===== config.mk =====
export PLATFORM = sky130hd
export DESIGN_NAME = predecode_ep_queue
export DESIGN_NICKNAME = d
export VERILOG_FILES = /design/src/rtl/pdq_pkg.sv /design/src/rtl/pdq_decoder.sv /design/src/rtl/pdq_fifo.sv /design/src/rtl/pdq_segexec.sv /design/src/rtl/predecode_ep_queue.sv
export SDC_FILE = /design/constraint.sdc
export NUM_CORES = 1
export LEC_CHECK = 0
export BUFFER_PORTS_ARGS = -buffer_cell sky130_fd_sc_hd__buf_2
export CAP_MARGIN = 10
export CORE_MARGIN = 10
export CORE_UTILIZATION = 40
export DETAILED_ROUTE_END_ITERATION = 6
export PLACE_DENSITY = 0.68
export SYNTH_ARGS = -nofsm -noshare
export SYNTH_HDL_FRONTEND = slang
export SYNTH_SLANG_ARGS = --single-unit

===== constraint.sdc =====
create_clock -name clk -period 2.2 [get_ports clk]
set_input_delay 0.33 -clock clk [delete_from_list [all_inputs] [get_ports clk]]
set_output_delay 0.33 -clock clk [all_outputs]
set_load 0.05 [all_outputs]

===== src/rtl/pdq_pkg.sv =====
package pdq_pkg;
  localparam int OPW = 8;
  localparam int EPW = 6;
  localparam int RGW = 3;

  localparam logic [OPW-1:0] OP_SEG_REG = 8'h8E;
  localparam logic [OPW-1:0] OP_SEG_MEM = 8'h8F;
  localparam logic [OPW-1:0] OP_FAR_JMP = 8'hEA;
  localparam logic [OPW-1:0] OP_FAR_CAL = 8'h9A;
  localparam logic [OPW-1:0] OP_HALT    = 8'hF4;
  localparam logic [OPW-1:0] OP_NEAR_JP = 8'hEB;
  localparam logic [OPW-1:0] OP_ARPL    = 8'h63;
  localparam logic [OPW-1:0] OP_STR     = 8'h0F;

  localparam logic [EPW-1:0] EP_GENERIC  = 6'h00;
  localparam logic [EPW-1:0] EP_SEGREG_R = 6'h01;
  localparam logic [EPW-1:0] EP_SEGMEM   = 6'h02;
  localparam logic [EPW-1:0] EP_FARJMP   = 6'h03;
  localparam logic [EPW-1:0] EP_FARCALL  = 6'h04;
  localparam logic [EPW-1:0] EP_HALT_R   = 6'h05;
  localparam logic [EPW-1:0] EP_NEARJMP  = 6'h06;
  localparam logic [EPW-1:0] EP_SEGREG_P = 6'h11;
  localparam logic [EPW-1:0] EP_HALT_P   = 6'h15;
  localparam logic [EPW-1:0] EP_ARPL_P   = 6'h16;
  localparam logic [EPW-1:0] EP_STR_P    = 6'h17;
  localparam logic [EPW-1:0] EP_INVALID  = 6'h3F;

  typedef struct packed {
    logic [OPW-1:0] opcode;
    logic [RGW-1:0] regf;
    logic [EPW-1:0] ep;
    logic           pe;
  } qent_t;

  function automatic logic [EPW-1:0] map_entry(input logic [OPW-1:0] op, input logic pe);
    logic [EPW-1:0] r;
    case (op)
      OP_SEG_REG: r = pe ? EP_SEGREG_P : EP_SEGREG_R;
      OP_SEG_MEM: r = EP_SEGMEM;
      OP_FAR_JMP: r = EP_FARJMP;
      OP_FAR_CAL: r = EP_FARCALL;
      OP_HALT:    r = pe ? EP_HALT_P : EP_HALT_R;
      OP_NEAR_JP: r = EP_NEARJMP;
      OP_ARPL:    r = pe ? EP_ARPL_P : EP_INVALID;
      OP_STR:     r = pe ? EP_STR_P : EP_INVALID;
      default:    r = EP_GENERIC;
    endcase
    return r;
  endfunction

  function automatic logic [19:0] real_base(input logic [15:0] sel);
    return {sel, 4'h0};
  endfunction

  function automatic logic is_shared(input logic [EPW-1:0] ep);
    return (ep == EP_SEGMEM) || (ep == EP_FARJMP) || (ep == EP_FARCALL);
  endfunction
endpackage


===== src/rtl/pdq_decoder.sv =====
module pdq_decoder
  import pdq_pkg::*;
(
  input  logic [OPW-1:0] opcode_i,
  input  logic [RGW-1:0] reg_i,
  input  logic           pe_i,
  output qent_t          ent_o
);
  always_comb begin
    ent_o.opcode = opcode_i;
    ent_o.regf   = reg_i;
    ent_o.ep     = map_entry(opcode_i, pe_i);
    ent_o.pe     = pe_i;
  end
endmodule


===== src/rtl/pdq_fifo.sv =====
module pdq_fifo
  import pdq_pkg::*;
#(
  parameter int DEPTH = 4
) (
  input  logic  clk,
  input  logic  rst,
  input  logic  clr_i,
  input  logic  push_i,
  input  qent_t din_i,
  input  logic  pop_i,
  output qent_t head_o,
  output logic  empty_o,
  output logic  full_o
);
  localparam int PW = (DEPTH > 1) ? $clog2(DEPTH) : 1;
  localparam int CW = $clog2(DEPTH + 1);

  qent_t          mem [DEPTH];
  logic [PW-1:0]  wr_q, rd_q;
  logic [CW-1:0]  cnt_q;

  function automatic logic [PW-1:0] nxt(input logic [PW-1:0] p);
    return (p == PW'(DEPTH - 1)) ? '0 : p + 1'b1;
  endfunction

  assign empty_o = (cnt_q == '0);
  assign full_o  = (cnt_q == CW'(DEPTH));
  assign head_o  = mem[rd_q];

  always_ff @(posedge clk) begin
    if (rst || clr_i) begin
      wr_q  <= '0;
      rd_q  <= '0;
      cnt_q <= '0;
    end else begin
      if (push_i) wr_q <= nxt(wr_q);
      if (pop_i)  rd_q <= nxt(rd_q);
      cnt_q <= cnt_q + CW'(push_i) - CW'(pop_i);
    end
  end

  genvar g;
  generate
    for (g = 0; g < DEPTH; g++) begin : g_slot
      always_ff @(posedge clk) begin
        if (push_i && !clr_i && !rst && wr_q == PW'(g)) mem[g] <= din_i;
      end
    end
  endgenerate
endmodule


===== src/rtl/pdq_segexec.sv =====
module pdq_segexec
  import pdq_pkg::*;
(
  input  logic           take_i,
  input  qent_t          head_i,
  input  logic           pe_live_i,
  input  logic [15:0]    gpr_i,
  output logic           seg_we_o,
  output logic [RGW-1:0] seg_idx_o,
  output logic [15:0]    seg_sel_o,
  output logic           base_we_o,
  output logic [19:0]    base_o,
  output logic           desc_req_o
);
  logic is_real_ld, is_prot_ld;
  assign is_real_ld = take_i && (head_i.ep == EP_SEGREG_R);
  assign is_prot_ld = take_i && (head_i.ep == EP_SEGREG_P);

  assign seg_we_o   = is_real_ld || is_prot_ld;
  assign seg_idx_o  = head_i.regf;
  assign seg_sel_o  = gpr_i;
  assign base_we_o  = is_real_ld;
  assign base_o     = real_base(gpr_i);
  assign desc_req_o = is_prot_ld || (take_i && pe_live_i && is_shared(head_i.ep));
endmodule


===== src/rtl/predecode_ep_queue.sv =====
module predecode_ep_queue
  import pdq_pkg::*;
#(
  parameter int DEPTH = 4
) (
  input  logic        clk,
  input  logic        rst,
  input  logic        pe_i,
  input  logic        dec_valid_i,
  input  logic [7:0]  dec_opcode_i,
  input  logic [2:0]  dec_reg_i,
  output logic        dec_ready_o,
  input  logic        flush_i,
  input  logic        ex_ready_i,
  input  logic [15:0] ex_gpr_i,
  output logic        ex_valid_o,
  output logic [5:0]  ex_ep_o,
  output logic [7:0]  ex_opcode_o,
  output logic [2:0]  ex_reg_o,
  output logic        ex_pe_dec_o,
  output logic        seg_we_o,
  output logic [2:0]  seg_idx_o,
  output logic [15:0] seg_sel_o,
  output logic        seg_base_we_o,
  output logic [19:0] seg_base_o,
  output logic        desc_req_o
);
  qent_t dec_ent_w, head_w;
  logic  empty_w, full_w;
  logic  fire_w, inv_take_w, flush_all_w, enq_w;
  logic [EPW-1:0] dec_ep_w;

  pdq_decoder u_dec (
    .opcode_i (dec_opcode_i),
    .reg_i    (dec_reg_i),
    .pe_i     (pe_i),
    .ent_o    (dec_ent_w)
  );
  assign dec_ep_w = dec_ent_w.ep;

  assign fire_w      = !empty_w && ex_ready_i;
  assign inv_take_w  = fire_w && (head_w.ep == EP_INVALID);
  assign flush_all_w = flush_i || inv_take_w;
  assign enq_w       = dec_valid_i && !full_w && !flush_all_w;

  pdq_fifo #(.DEPTH(DEPTH)) u_fifo (
    .clk     (clk),
    .rst     (rst),
    .clr_i   (flush_all_w),
    .push_i  (enq_w),
    .din_i   (dec_ent_w),
    .pop_i   (fire_w),
    .head_o  (head_w),
    .empty_o (empty_w),
    .full_o  (full_w)
  );

  assign dec_ready_o = !full_w;
  assign ex_valid_o  = !empty_w;
  assign ex_ep_o     = head_w.ep;
  assign ex_opcode_o = head_w.opcode;
  assign ex_reg_o    = head_w.regf;
  assign ex_pe_dec_o = head_w.pe;

  pdq_segexec u_seg (
    .take_i     (fire_w),
    .head_i     (head_w),
    .pe_live_i  (pe_i),
    .gpr_i      (ex_gpr_i),
    .seg_we_o   (seg_we_o),
    .seg_idx_o  (seg_idx_o),
    .seg_sel_o  (seg_sel_o),
    .base_we_o  (seg_base_we_o),
    .base_o     (seg_base_o),
    .desc_req_o (desc_req_o)
  );
endmodule


# == Word level (Yosys, flattened, before mapping) ==
# Memories as Yosys holds them, arrays and structs flattened. A register that Yosys moved wholly into a read port is not among the register bits.
# Index checks and enable logic that the tools add are counted.
# classes
n_addsub,4
n_mul,0
n_div,0
n_lt_le_gt_ge,0
n_eq_ne,19
shifts,0
n_mux,26
bitwise_logic,0
n_reduce_logical,29
# op_table
op,count
$mux W18,3
$reduce_or A18 Y1,3
$eq A8 B8 Y1 const B,6
$pmux W6 S8,1
$logic_and A1 B1 Y1,14
$mux W2,7
$eq A6 B2 Y1 const B,2
$mux W6,2
$mux W1,11
$mux W5,2
$eq A8 B4 Y1 const B,1
$eq A8 B7 Y1 const B,1
$eq A2 B2 Y1 const B,3
$eq A6 B1 Y1 const B,1
$eq A6 B3 Y1 const B,1
$eq A6 B5 Y1 const B,1
$eq A6 B6 Y1 const B,1
$logic_or A1 B1 Y1,6
$add A2 B1 Y2 const B,2
$logic_not A1 Y1,4
$add A3 B1 Y3,1
$eq A3 B3 Y1 const B,1
$logic_not A3 Y1,1
$sub A3 B1 Y3,1
2 further kinds,2
# totals
regBits,7
latch_bits,0
ram_bits,72
mem_bits_ro,0
input_bits,33
out_inout_bits,62
wordCells,82
memories,1
# memory_table
memory,depth,width,rd,rd_clocked_by_memory_dff,wr,line_no,source
u_fifo.mem,4,18,1,1,1,pdq_fifo.sv:19,qent_t mem [DEPTH];

# == Depth between registers and ports, before layout ==
# Gate-level depths: netlist (run 1).
# logic_depth
depth_word,16
ltp_mapped,10
ltp_nobuf,9

# == Hierarchy ==
# From an unflattened synthesis (run 1), not the netlist that was laid out.
# hier_totals
cells_unflattened,237
area_unflattened_um2,3836.2
# by_module_without_submodules
mod,n_inst,cells_per_inst,area_each_um2,seq_area_each_um2
pdq_fifo,1,139,3103.0,2342.2
pdq_segexec,1,50,370.4,0.0
pdq_decoder,1,40,297.8,0.0
predecode_ep_queue,1,8,65.1,0.0

# == Least setup slack after synthesis (run 1) ==
# OpenSTA, ideal clock, no wires.
# synth_path
kind,register -> output
startpoint,reg with a tool-made name
endpoint,out seg_base_we_o
t_arrival_ns,2.498
required_time_ns,1.870
slack_ns,-0.628
path_stages_with_launch,6
n_path_buf,1
path_cell_list,dfxtp_1 buf_6 mux4_1 nand2_1 or4_4 nor2_1
# synth_lines
item,line_no,source
"end, declared",predecode_ep_queue.sv:24,"output logic seg_base_we_o,"

==> results of run 1 <==
cells in the final DEF (no fill, tap or decap), types with 2 or more instances in the layout:
cell and count:
sky130_fd_sc_hd__a21oi_1 4, sky130_fd_sc_hd__and2_1 3, sky130_fd_sc_hd__and3_4 4, sky130_fd_sc_hd__buf_12 8
sky130_fd_sc_hd__buf_16 6, sky130_fd_sc_hd__buf_2 37, sky130_fd_sc_hd__buf_4 23, sky130_fd_sc_hd__buf_8 2
sky130_fd_sc_hd__bufinv_16 2, sky130_fd_sc_hd__clkbuf_1 2, sky130_fd_sc_hd__clkbuf_8 9, sky130_fd_sc_hd__clkinvlp_4 2
sky130_fd_sc_hd__conb_1 4, sky130_fd_sc_hd__dfxtp_1 8, sky130_fd_sc_hd__edfxtp_1 68, sky130_fd_sc_hd__ha_1 6
sky130_fd_sc_hd__inv_1 8, sky130_fd_sc_hd__mux2i_1 3, sky130_fd_sc_hd__mux4_1 2, sky130_fd_sc_hd__mux4_2 15
sky130_fd_sc_hd__nand2_1 9, sky130_fd_sc_hd__nand2b_1 2, sky130_fd_sc_hd__nor2_1 8, sky130_fd_sc_hd__nor2b_1 2
sky130_fd_sc_hd__o21ai_0 2, sky130_fd_sc_hd__o31a_1 2, sky130_fd_sc_hd__or3_1 2, sky130_fd_sc_hd__or4b_2 2
flip-flops by register name (all words and copies together), names as in the netlist, named ones only:
register / count
u_fifo.mem: 68
u_fifo.cnt_q: 3
u_fifo.wr_q: 2
u_fifo.rd_q: 2
logic make-up (layout without fill, tap and decap cells):
group,count (synthesis),in the layout,share of synthesized area [%]
compound gates,17,17,3.53
xor+xnor,2,2,0.499
fa+ha+maj,8,8,3.06
buf+inv,53,103,10.2
flops,77,77,63.3
mux,20,20,12.2
other cells,1,4,0.107
simple gates,44,44,7.13
area by class of cell:
| class | count | area (um2) |
|---|---|---|
| fillers | 714 | 4260 |
| inverters | 9 | 37.5 |
| clock inverters | 5 | 85.1 |
| repair buffers | 78 | 757 |
| clock buffers | 11 | 131 |
| multi-input cells | 95 | 1010 |
| well taps | 108 | 135 |
| flip-flops and latches | 77 | 2230 |
cells in the mapped netlist, types with 2 or more instances:
cell type and count:
sky130_fd_sc_hd__a21oi_1 4, sky130_fd_sc_hd__and2_1 3, sky130_fd_sc_hd__and3_1 4, sky130_fd_sc_hd__buf_4 40, sky130_fd_sc_hd__dfxtp_1 9, sky130_fd_sc_hd__edfxtp_1 68
sky130_fd_sc_hd__ha_1 7, sky130_fd_sc_hd__inv_1 9, sky130_fd_sc_hd__mux2i_1 3, sky130_fd_sc_hd__mux4_1 4, sky130_fd_sc_hd__mux4_2 13, sky130_fd_sc_hd__nand2_1 10
sky130_fd_sc_hd__nand2b_1 2, sky130_fd_sc_hd__nor2_1 9, sky130_fd_sc_hd__nor2b_1 2, sky130_fd_sc_hd__nor3_1 2, sky130_fd_sc_hd__o21ai_0 2, sky130_fd_sc_hd__o31a_1 2
sky130_fd_sc_hd__or3_1 2, sky130_fd_sc_hd__or4b_2 2, sky130_fd_sc_hd__xnor2_1 2
stage by stage:
stage | utilization (%) | hold WS (ns)
after CTS | 50.0 | 0.190
final | 50.7 | 0.205
after global placement | 44.1 | 0.485
after floorplan | - | 0.429
after global routing | 50.7 | 0.192
after detailed placement | 44.1 | 0.496
power breakdown:
part / switching, uW / leakage (uW) / internal [uW]
registers: 11.9 / 0.000682 / 1610
logic: 227 / 0.000774 / 144
clock network: 508 / 0.000104 / 646
total: 746 / 0.00156 / 2390
worst max-delay path by stage:
stage | start | end | cells past startpoint
floorplan | register | u_fifo.cnt_q[2] | 10
global placement | register | desc_req_o | 6
detailed placement | register | u_fifo.cnt_q[1] | 8
CTS | register | desc_req_o | 4
global route | register | desc_req_o | 4
finish | register | desc_req_o | 4
worst reg2reg max path, cell delays in order (launching register included):
cell,delay [ns]
sky130_fd_sc_hd__dfxtp_4,0.40
sky130_fd_sc_hd__buf_4,0.13
sky130_fd_sc_hd__mux4_2,0.54
sky130_fd_sc_hd__nand2_2,0.09
sky130_fd_sc_hd__buf_4,0.12
sky130_fd_sc_hd__buf_4,0.10
sky130_fd_sc_hd__o31a_1,0.23
sky130_fd_sc_hd__and3_4,0.26
sky130_fd_sc_hd__bufbuf_16,0.26
metal layers:
metal	track usage [%]	wire, um	vias up
li1	-	-	896
met1	14.5	3020	952
met2	17.1	3400	63
met3	4.20	542	11
met4	5.75	149	0
met5	0	0	-
timing repair:
action | in CTS | in global routing
pin swaps | 8 | 12
setup buffers | 3 | 3
resized for setup | 26 | 6
cloned | 7 | 0
endpoints found under the setup margin | 85 | 85
==> flow_results.org, run 1 <==
** Run status
- Status :: finished with violations
- Violations in the final reports :: setup timing

** Yosys
- Top area cells in the synthesized netlist :: sky130_fd_sc_hd__edfxtp_1, sky130_fd_sc_hd__buf_4, sky130_fd_sc_hd__mux4_2
- Fraction of registers with async set/reset :: 0%
- The synthesized design contains 68 enable-type register cells.
- Cell Area, Synth :: 0.00351 mm2
- After synthesis, the netlist uses 44 different library cells.
- After synthesis, flip-flops and latches occupy 63.3% of the total area.
- Number of standard cells after synthesis :: 222
- Most instantiated flip-flop cell in the synthesis netlist :: sky130_fd_sc_hd__edfxtp_1
- Area leader, netlist :: sky130_fd_sc_hd__edfxtp_1
- Fraction of synthesized cell area taken by the top area cell type :: 58.1%
- Synthesized area per cell :: 15.8 um2
- Count of synthesis-stage warnings from yosys :: 0
- The synthesized design contains 77 register bits.

** Place
- Half-perimeter wire length of the detailed placement result :: 4.55 mm
- At the end of routability-driven placement, the weighted congestion stood at 0.731.
- # port buffers :: 42
- Pre-CTS setup slack :: -0.115 ns
- In this run, placement finished with an instance count of 354.
- The placed instances occupy a cell area of 0.00380 mm2.

** Global routing
- Total track usage :: 11.5%
- Initial antenna violation count :: 0
- Global routing finished with a remaining overflow of 0.
- The first global-routing pass estimated 11.2 mm of wire.
- Number of global-route vias before repair :: 1976
- Pin count of the biggest net entering global routing :: 15

** Critical path
- Worst Path Class, Setup :: register to output port
- The signal on the critical path passes through mux4_2 -> or4_4 -> o32ai_4 -> buf_6.
- Number of cell instances on the worst register-to-register path :: 8
- For flop-to-flop paths, the worst setup slack is -0.20 ns.
- STA classifies the critical path endpoint as an output port.
- Number of buffer and inverter stages on the critical path :: 1
- Kind of start point of the critical path :: register
- Data on the critical path arrives at its endpoint at 2.20 ns.
- In this run the critical register-to-register path is captured at u_fifo.mem[0][10].
- For this design, the slowest cell found on the critical path is sky130_fd_sc_hd__or4_4.
- Worst Path Required :: 1.87 ns
- Of all nets on the critical path, the largest fanout is 6.
- Delay contributed by the slowest stage of the critical path :: 0.61 ns
- Family with the most delay on the worst path :: simple AND/OR/NAND/NOR gates

** STA
- Highest clock rate :: 396 MHz
- Of the available clock period, the critical path in the final layout requires 115%.
- Setup ws final :: -0.328 ns
- Setup violations remaining at the end of the flow were counted as 73.
- Count of final max-slew check failures :: 0
- Final hold viol count :: 0
- Skew final :: 0.0157 ns
- Total negative slack :: -11.87 ns
- After layout, the minimum clock period comes to 2.53 ns.
- Unrepaired setup endpoints after global routing :: true

** Detailed routing
- Length of the first detailed-routing pass in iterations :: 4
- In the final routed layout, each cell accounts on average for 18.6 um.
- The detail route stage leaves a number of antenna-violating nets equal to 0.
- In the routed layout, each cell is associated on average with a via count of 5.02.
- Detailed router's first-iteration violation count :: 172
- Routed vias :: 1922
- DRC violations left :: 0
- Total detailed-routing wirelength :: 7.12 mm

** Clocking
- TritonCTS built the clock tree.
- Depth of the CTS H-tree :: 3
- Counting the buffers created by CTS gives 9.
- Clock latency on the worst-skew pair :: 0.35 ns
- The clock passes through at most 2 buffers.
- Clock-pin slew reported for the worst setup and hold paths after clock tree synthesis :: 0.08 ns
- Counting every sink on the clock net gives 77.
- CTS Hold Buffers Added :: 0
- The tree is rooted in a sky130_fd_sc_hd__clkbuf_8.

** Hold path
- The min-delay analysis places its worst path in the category primary input to register.
- The worst hold path begins at dec_reg_i[0].
- Number of cells on the worst hold path :: 1
- Worst Hold Path EP :: u_fifo.mem[3][7]

** Die
- The die is 114 um tall.
- During I/O placement, the number of pins put on the boundary was 95.
- Width of the chip :: 114 um
- Die footprint :: 0.0129 mm2
- Area of the core region :: 0.00864 mm2
- The floorplan has 34 rows.
- Initial cell density of the core :: 40.7%

** Final layout
- Leaving out filler cells and counting taps, the final layout contains 383.
- Number of nets at the end of the flow :: 311
- Fraction of final layout cells sized beyond drive strength 1 :: 45.8%
- The number of antenna diodes in the final layout is 0.
- From synthesis to final layout, the design area changed by 24.7%.
- The finished cells cover 0.00438 mm2.

** Power
- Max VDD drop :: 0.000334 V
- Leakage power of the design :: 0.00156 uW
- In this run the power density over the cells is 717 mW/mm2.
- The completed layout was analyzed and its total power is 3140 uW.

** Flow run
- Max-cap violations :: 0
(Power assumes the default switching activity.)
==> run 2: changes to the inputs <==
--- a/config.mk
+++ b/config.mk
@@ -5,12 +5,14 @@
 export SDC_FILE = /design/constraint.sdc
 export NUM_CORES = 1
 export LEC_CHECK = 0
+export ABC_AREA = 1
 export BUFFER_PORTS_ARGS = -buffer_cell sky130_fd_sc_hd__buf_2
 export CAP_MARGIN = 10
 export CORE_MARGIN = 10
 export CORE_UTILIZATION = 40
 export DETAILED_ROUTE_END_ITERATION = 6
-export PLACE_DENSITY = 0.68
+export PLACE_DENSITY = 0.67
+export SKIP_CTS_REPAIR_TIMING = 1
 export SYNTH_ARGS = -nofsm -noshare
 export SYNTH_HDL_FRONTEND = slang
 export SYNTH_SLANG_ARGS = --single-unit
==> flow_results.org, run 2 <==
** STA
- Setup violators final :: 0
- The smallest clock period supported by the final layout is computed as 2.10 ns.
- On the final layout, the worst hold slack is 0.194 ns.
- Highest clock rate :: 476 MHz
- Unrepaired setup endpoints after global routing :: true
- Part of the cycle the worst path needs :: 95.5%
- The final max-slew violation count is 0.
- Adding up every negative setup slack in the final design gives 0 ns.
- Final hold viol count :: 0
- The clock arrives with 0.0119 ns of skew.

** Critical path
- The worst setup path is of the register to output port kind.
- Counting buffers and inverters, the worst setup path is 9 cells deep.
- The worst setup path is launched from a register.
- Family with the most delay on the worst path :: buffers and inverters
- Critical path capture point type :: output port
- The most numerous cell type found on the critical path is sky130_fd_sc_hd__nand2_1.
- Critical Path AT :: 1.77 ns
- Number of cell instances on the worst register-to-register path :: 13
- Cell at the slowest stage of the critical path :: sky130_fd_sc_hd__dfxtp_2
- CP cell instances :: buf_12 -> inv_6 -> nand2_1 -> nand3_1 -> nand2_2 -> nand2_1 -> buf_4 -> a211oi_4 -> buf_6
- In this run the worst path has a maximum fanout of 12.
- Delay contributed by the slowest stage of the critical path :: 0.35 ns
- Worst Path Required :: 1.87 ns
- Together, buffers and inverters on the worst path number 4.

** Final layout
- Area Overhead vs Synth :: 13.5%
- Most frequent cells in the layout :: sky130_fd_sc_hd__edfxtp_1, sky130_fd_sc_hd__nor2_1, sky130_fd_sc_hd__buf_2, sky130_fd_sc_hd__nand2_1, sky130_fd_sc_hd__inv_1
- The largest registers in the layout are u_fifo.mem: 68 flops, u_fifo.cnt_q: 3 flops.
- Core occupancy in the finished layout :: 46.0%
- Fraction of final layout cells sized beyond drive strength 1 :: 30.0%
- Top reg by flops :: u_fifo.mem
- Leaving out fill and tap cells, the most frequent cell in the layout is sky130_fd_sc_hd__edfxtp_1.
- Leaving out filler cells and counting taps, the final layout contains 475.
- Flip-flop count of the largest register, all copies and words added :: 68
- For this run, the post-layout net count is 399.

** Flow run
- Max-cap violations :: 0

** Clocking
- Clock Sink Count :: 77
- After clock tree synthesis, the clock-pin slew on the worst setup and hold paths is 0.08 ns.
- Maximum buffer depth of the clock tree :: 2
- CTS tree :: built
- For the worst-skew pair, the clock arrives at the later sink with an insertion delay of 0.35 ns.
- The tree is rooted in a sky130_fd_sc_hd__clkbuf_8.
- TritonCTS Buffers :: 9
- The H-tree was split into 3 levels.

** Global routing
- For this run, the total global-route usage over all layers was measured as 11.3%.
- First-pass GRT wire length :: 11.7 mm
- Number of global-route vias before repair :: 2337
- Remaining global-route overflow :: 0
- The initial antenna violation count was 1.
- Entering global routing, the biggest net connects 25 pins.

** Yosys
- Count of flip-flops with a built-in enable after synthesis :: 68
- Seq/Total Area, Yosys :: 59.9%
- After synthesis, the largest area contributor takes up 55.0% of total cell area.
- Yosys mapped the design onto 32 distinct sky130hd cell types.
- Count leader, synth :: sky130_fd_sc_hd__edfxtp_1
- A synthesized cell averages 10.9 um2.
- Top area cells in the synthesized netlist :: sky130_fd_sc_hd__edfxtp_1, sky130_fd_sc_hd__buf_4, sky130_fd_sc_hd__dfxtp_1
- The cell count after synthesis came out at 339.
- Ranking of synthesized cells by instance count :: sky130_fd_sc_hd__edfxtp_1, sky130_fd_sc_hd__buf_4, sky130_fd_sc_hd__nor2_1, sky130_fd_sc_hd__nand2_1, sky130_fd_sc_hd__inv_1
- Of all flip-flops after synthesis, the portion carrying an async set or reset was 0%.
- Synth Register Bits :: 77
- Most instantiated flip-flop cell in the synthesis netlist :: sky130_fd_sc_hd__edfxtp_1
- The largest total area in the synthesized netlist belongs to sky130_fd_sc_hd__edfxtp_1.
- For this run, the number of Yosys warnings is 0.
- Cell Area, Synth :: 0.00371 mm2

** Detailed routing
- DRC violations left :: 0
- Antenna violation net count after detailed routing :: 0
- Routed vias :: 2326
- The highest metal layer carrying signal wires in the routed design is met4.
- Routed met3 length :: 354 um
- Routed length on met1 :: 3.02 mm
- Total detailed-routing wirelength :: 7.23 mm
- Met2 routed wirelength :: 3.70 mm
- Detailed router's first-iteration violation count :: 184
- After detailed routing, the number of vias per cell comes to 4.90.
- After detailed routing, the average wire length per cell comes to 15.2 um.
- Length of the first detailed-routing pass in iterations :: 4

** Die
- Placement row count :: 35
- Once the floorplan was initialized, standard cells occupied 40.5% of the core.
- In this run the horizontal extent of the chip is 116 um.
- Die footprint :: 0.0135 mm2
- The core region is 0.00915 mm2.
- From bottom edge to top edge, the die measures 116 um.
- Num ports :: 95

** Place
- Routability-driven placement finished with a final weighted congestion of 0.802.
- # port buffers :: 42
- Counting tap cells, the placed design contains a total of 457 instances.
- Summed over all nets, the half-perimeter wirelength after detailed placement is 4.99 mm.

** Power
- VDD sags by at most 0.000285 V.
- Total power per unit cell area :: 729 mW/mm2
- Leakage power of the design :: 0.00159 uW

** Hold path
- Number of cells on the worst hold path :: 1
- Classification of the worst-slack hold path :: primary input to register
- The startpoint identified for the worst hold timing path is dec_reg_i[2].

** Run status
- Status :: finished, final reports clean
-- run 2: changes by cell type in the layout (fill, tap and decap cells not counted), moves of 5 or more --
cell / delta
sky130_fd_sc_hd__nor3_1: +5
sky130_fd_sc_hd__o22ai_1: +9
sky130_fd_sc_hd__nand4_1: +5
sky130_fd_sc_hd__inv_1: +20
sky130_fd_sc_hd__nand2_2: +8
sky130_fd_sc_hd__buf_16: -6
sky130_fd_sc_hd__nand2_1: +20
sky130_fd_sc_hd__nand3_1: +10
sky130_fd_sc_hd__nand3_2: +7
sky130_fd_sc_hd__buf_4: -17
sky130_fd_sc_hd__nor2_1: +33
sky130_fd_sc_hd__mux4_2: -15
sky130_fd_sc_hd__o21ai_0: +24
-- run 2: worst paths after layout --
check,to,slack (ns)
hold / removal,u_fifo.mem[1][9],0.19
setup / recovery,seg_we_o,0.1
setup reg to reg,u_fifo.cnt_q[2],0.13
hold reg to reg,register,0.50
-- run 2: per-layer routing --
layer,global-route usage [%],vias up
met5,0,-
met4,5.75,0
met3,2.72,19
met2,19.7,51
met1,12.4,1099
li1,-,1157
-- run 2: area by class of cell --
class                      count  area, um2
antenna                        1       2.50
clock buffer                  10        128
clock inverter                 6       68.8
fill                         821       4940
inverter                      31        121
multi-input combinational    184       1120
sequential                    77       2220
tap                          111        139
timing repair buffer          55        402
-- run 2: power breakdown --
| part | total [uW] | switching [uW] | internal [uW] | leakage (uW) |
|---|---|---|---|---|
| Combinational | 381 | 279 | 102 | 0.000812 |
| Clock | 1070 | 537 | 535 | 0.0000993 |
| Sequential | 1620 | 9.96 | 1610 | 0.000681 |
-- run 2: cell families (layout without fill, tap and decap cells) --
family / count (synthesis) / in the layout / synth area share (%)
AOI/OAI and AO/OA: 44 / 44 / 6.54
xor gates and xnor gates: 2 / 2 / 0.472
adders and majority gates: 8 / 8 / 2.90
buffers and inverters: 81 / 102 / 13.2
DFF: 77 / 77 / 59.9
other: 1 / 5 / 0.101
and+or+nand+nor: 126 / 126 / 16.9
-- run 2: worst reg2reg max path, stage by stage (launching register included) --
cell,delay [ns]
sky130_fd_sc_hd__dfxtp_2,0.33
sky130_fd_sc_hd__buf_12,0.14
sky130_fd_sc_hd__inv_6,0.10
sky130_fd_sc_hd__nand2_1,0.06
sky130_fd_sc_hd__nand3_1,0.08
sky130_fd_sc_hd__nand2_2,0.10
sky130_fd_sc_hd__nor2_4,0.15
sky130_fd_sc_hd__nand3_4,0.10
sky130_fd_sc_hd__nand3_4,0.07
sky130_fd_sc_hd__inv_1,0.04
sky130_fd_sc_hd__ha_1,0.20
sky130_fd_sc_hd__fa_1,0.37
sky130_fd_sc_hd__xnor2_1,0.17
sky130_fd_sc_hd__nor2_1,0.06
-- run 2: stage by stage --
stage / setup WS (ns) / total power, uW / cell area [um2]
after global placement: 0.155 / 2020 / 3960
after global routing: -0.0304 / 3210 / 4210
after floorplan: 0.00700 / 2090 / 3820
final: 0.0981 / 3070 / 4210
after CTS: -0.137 / 3090 / 4150
after detailed placement: 0.0717 / 2030 / 3960
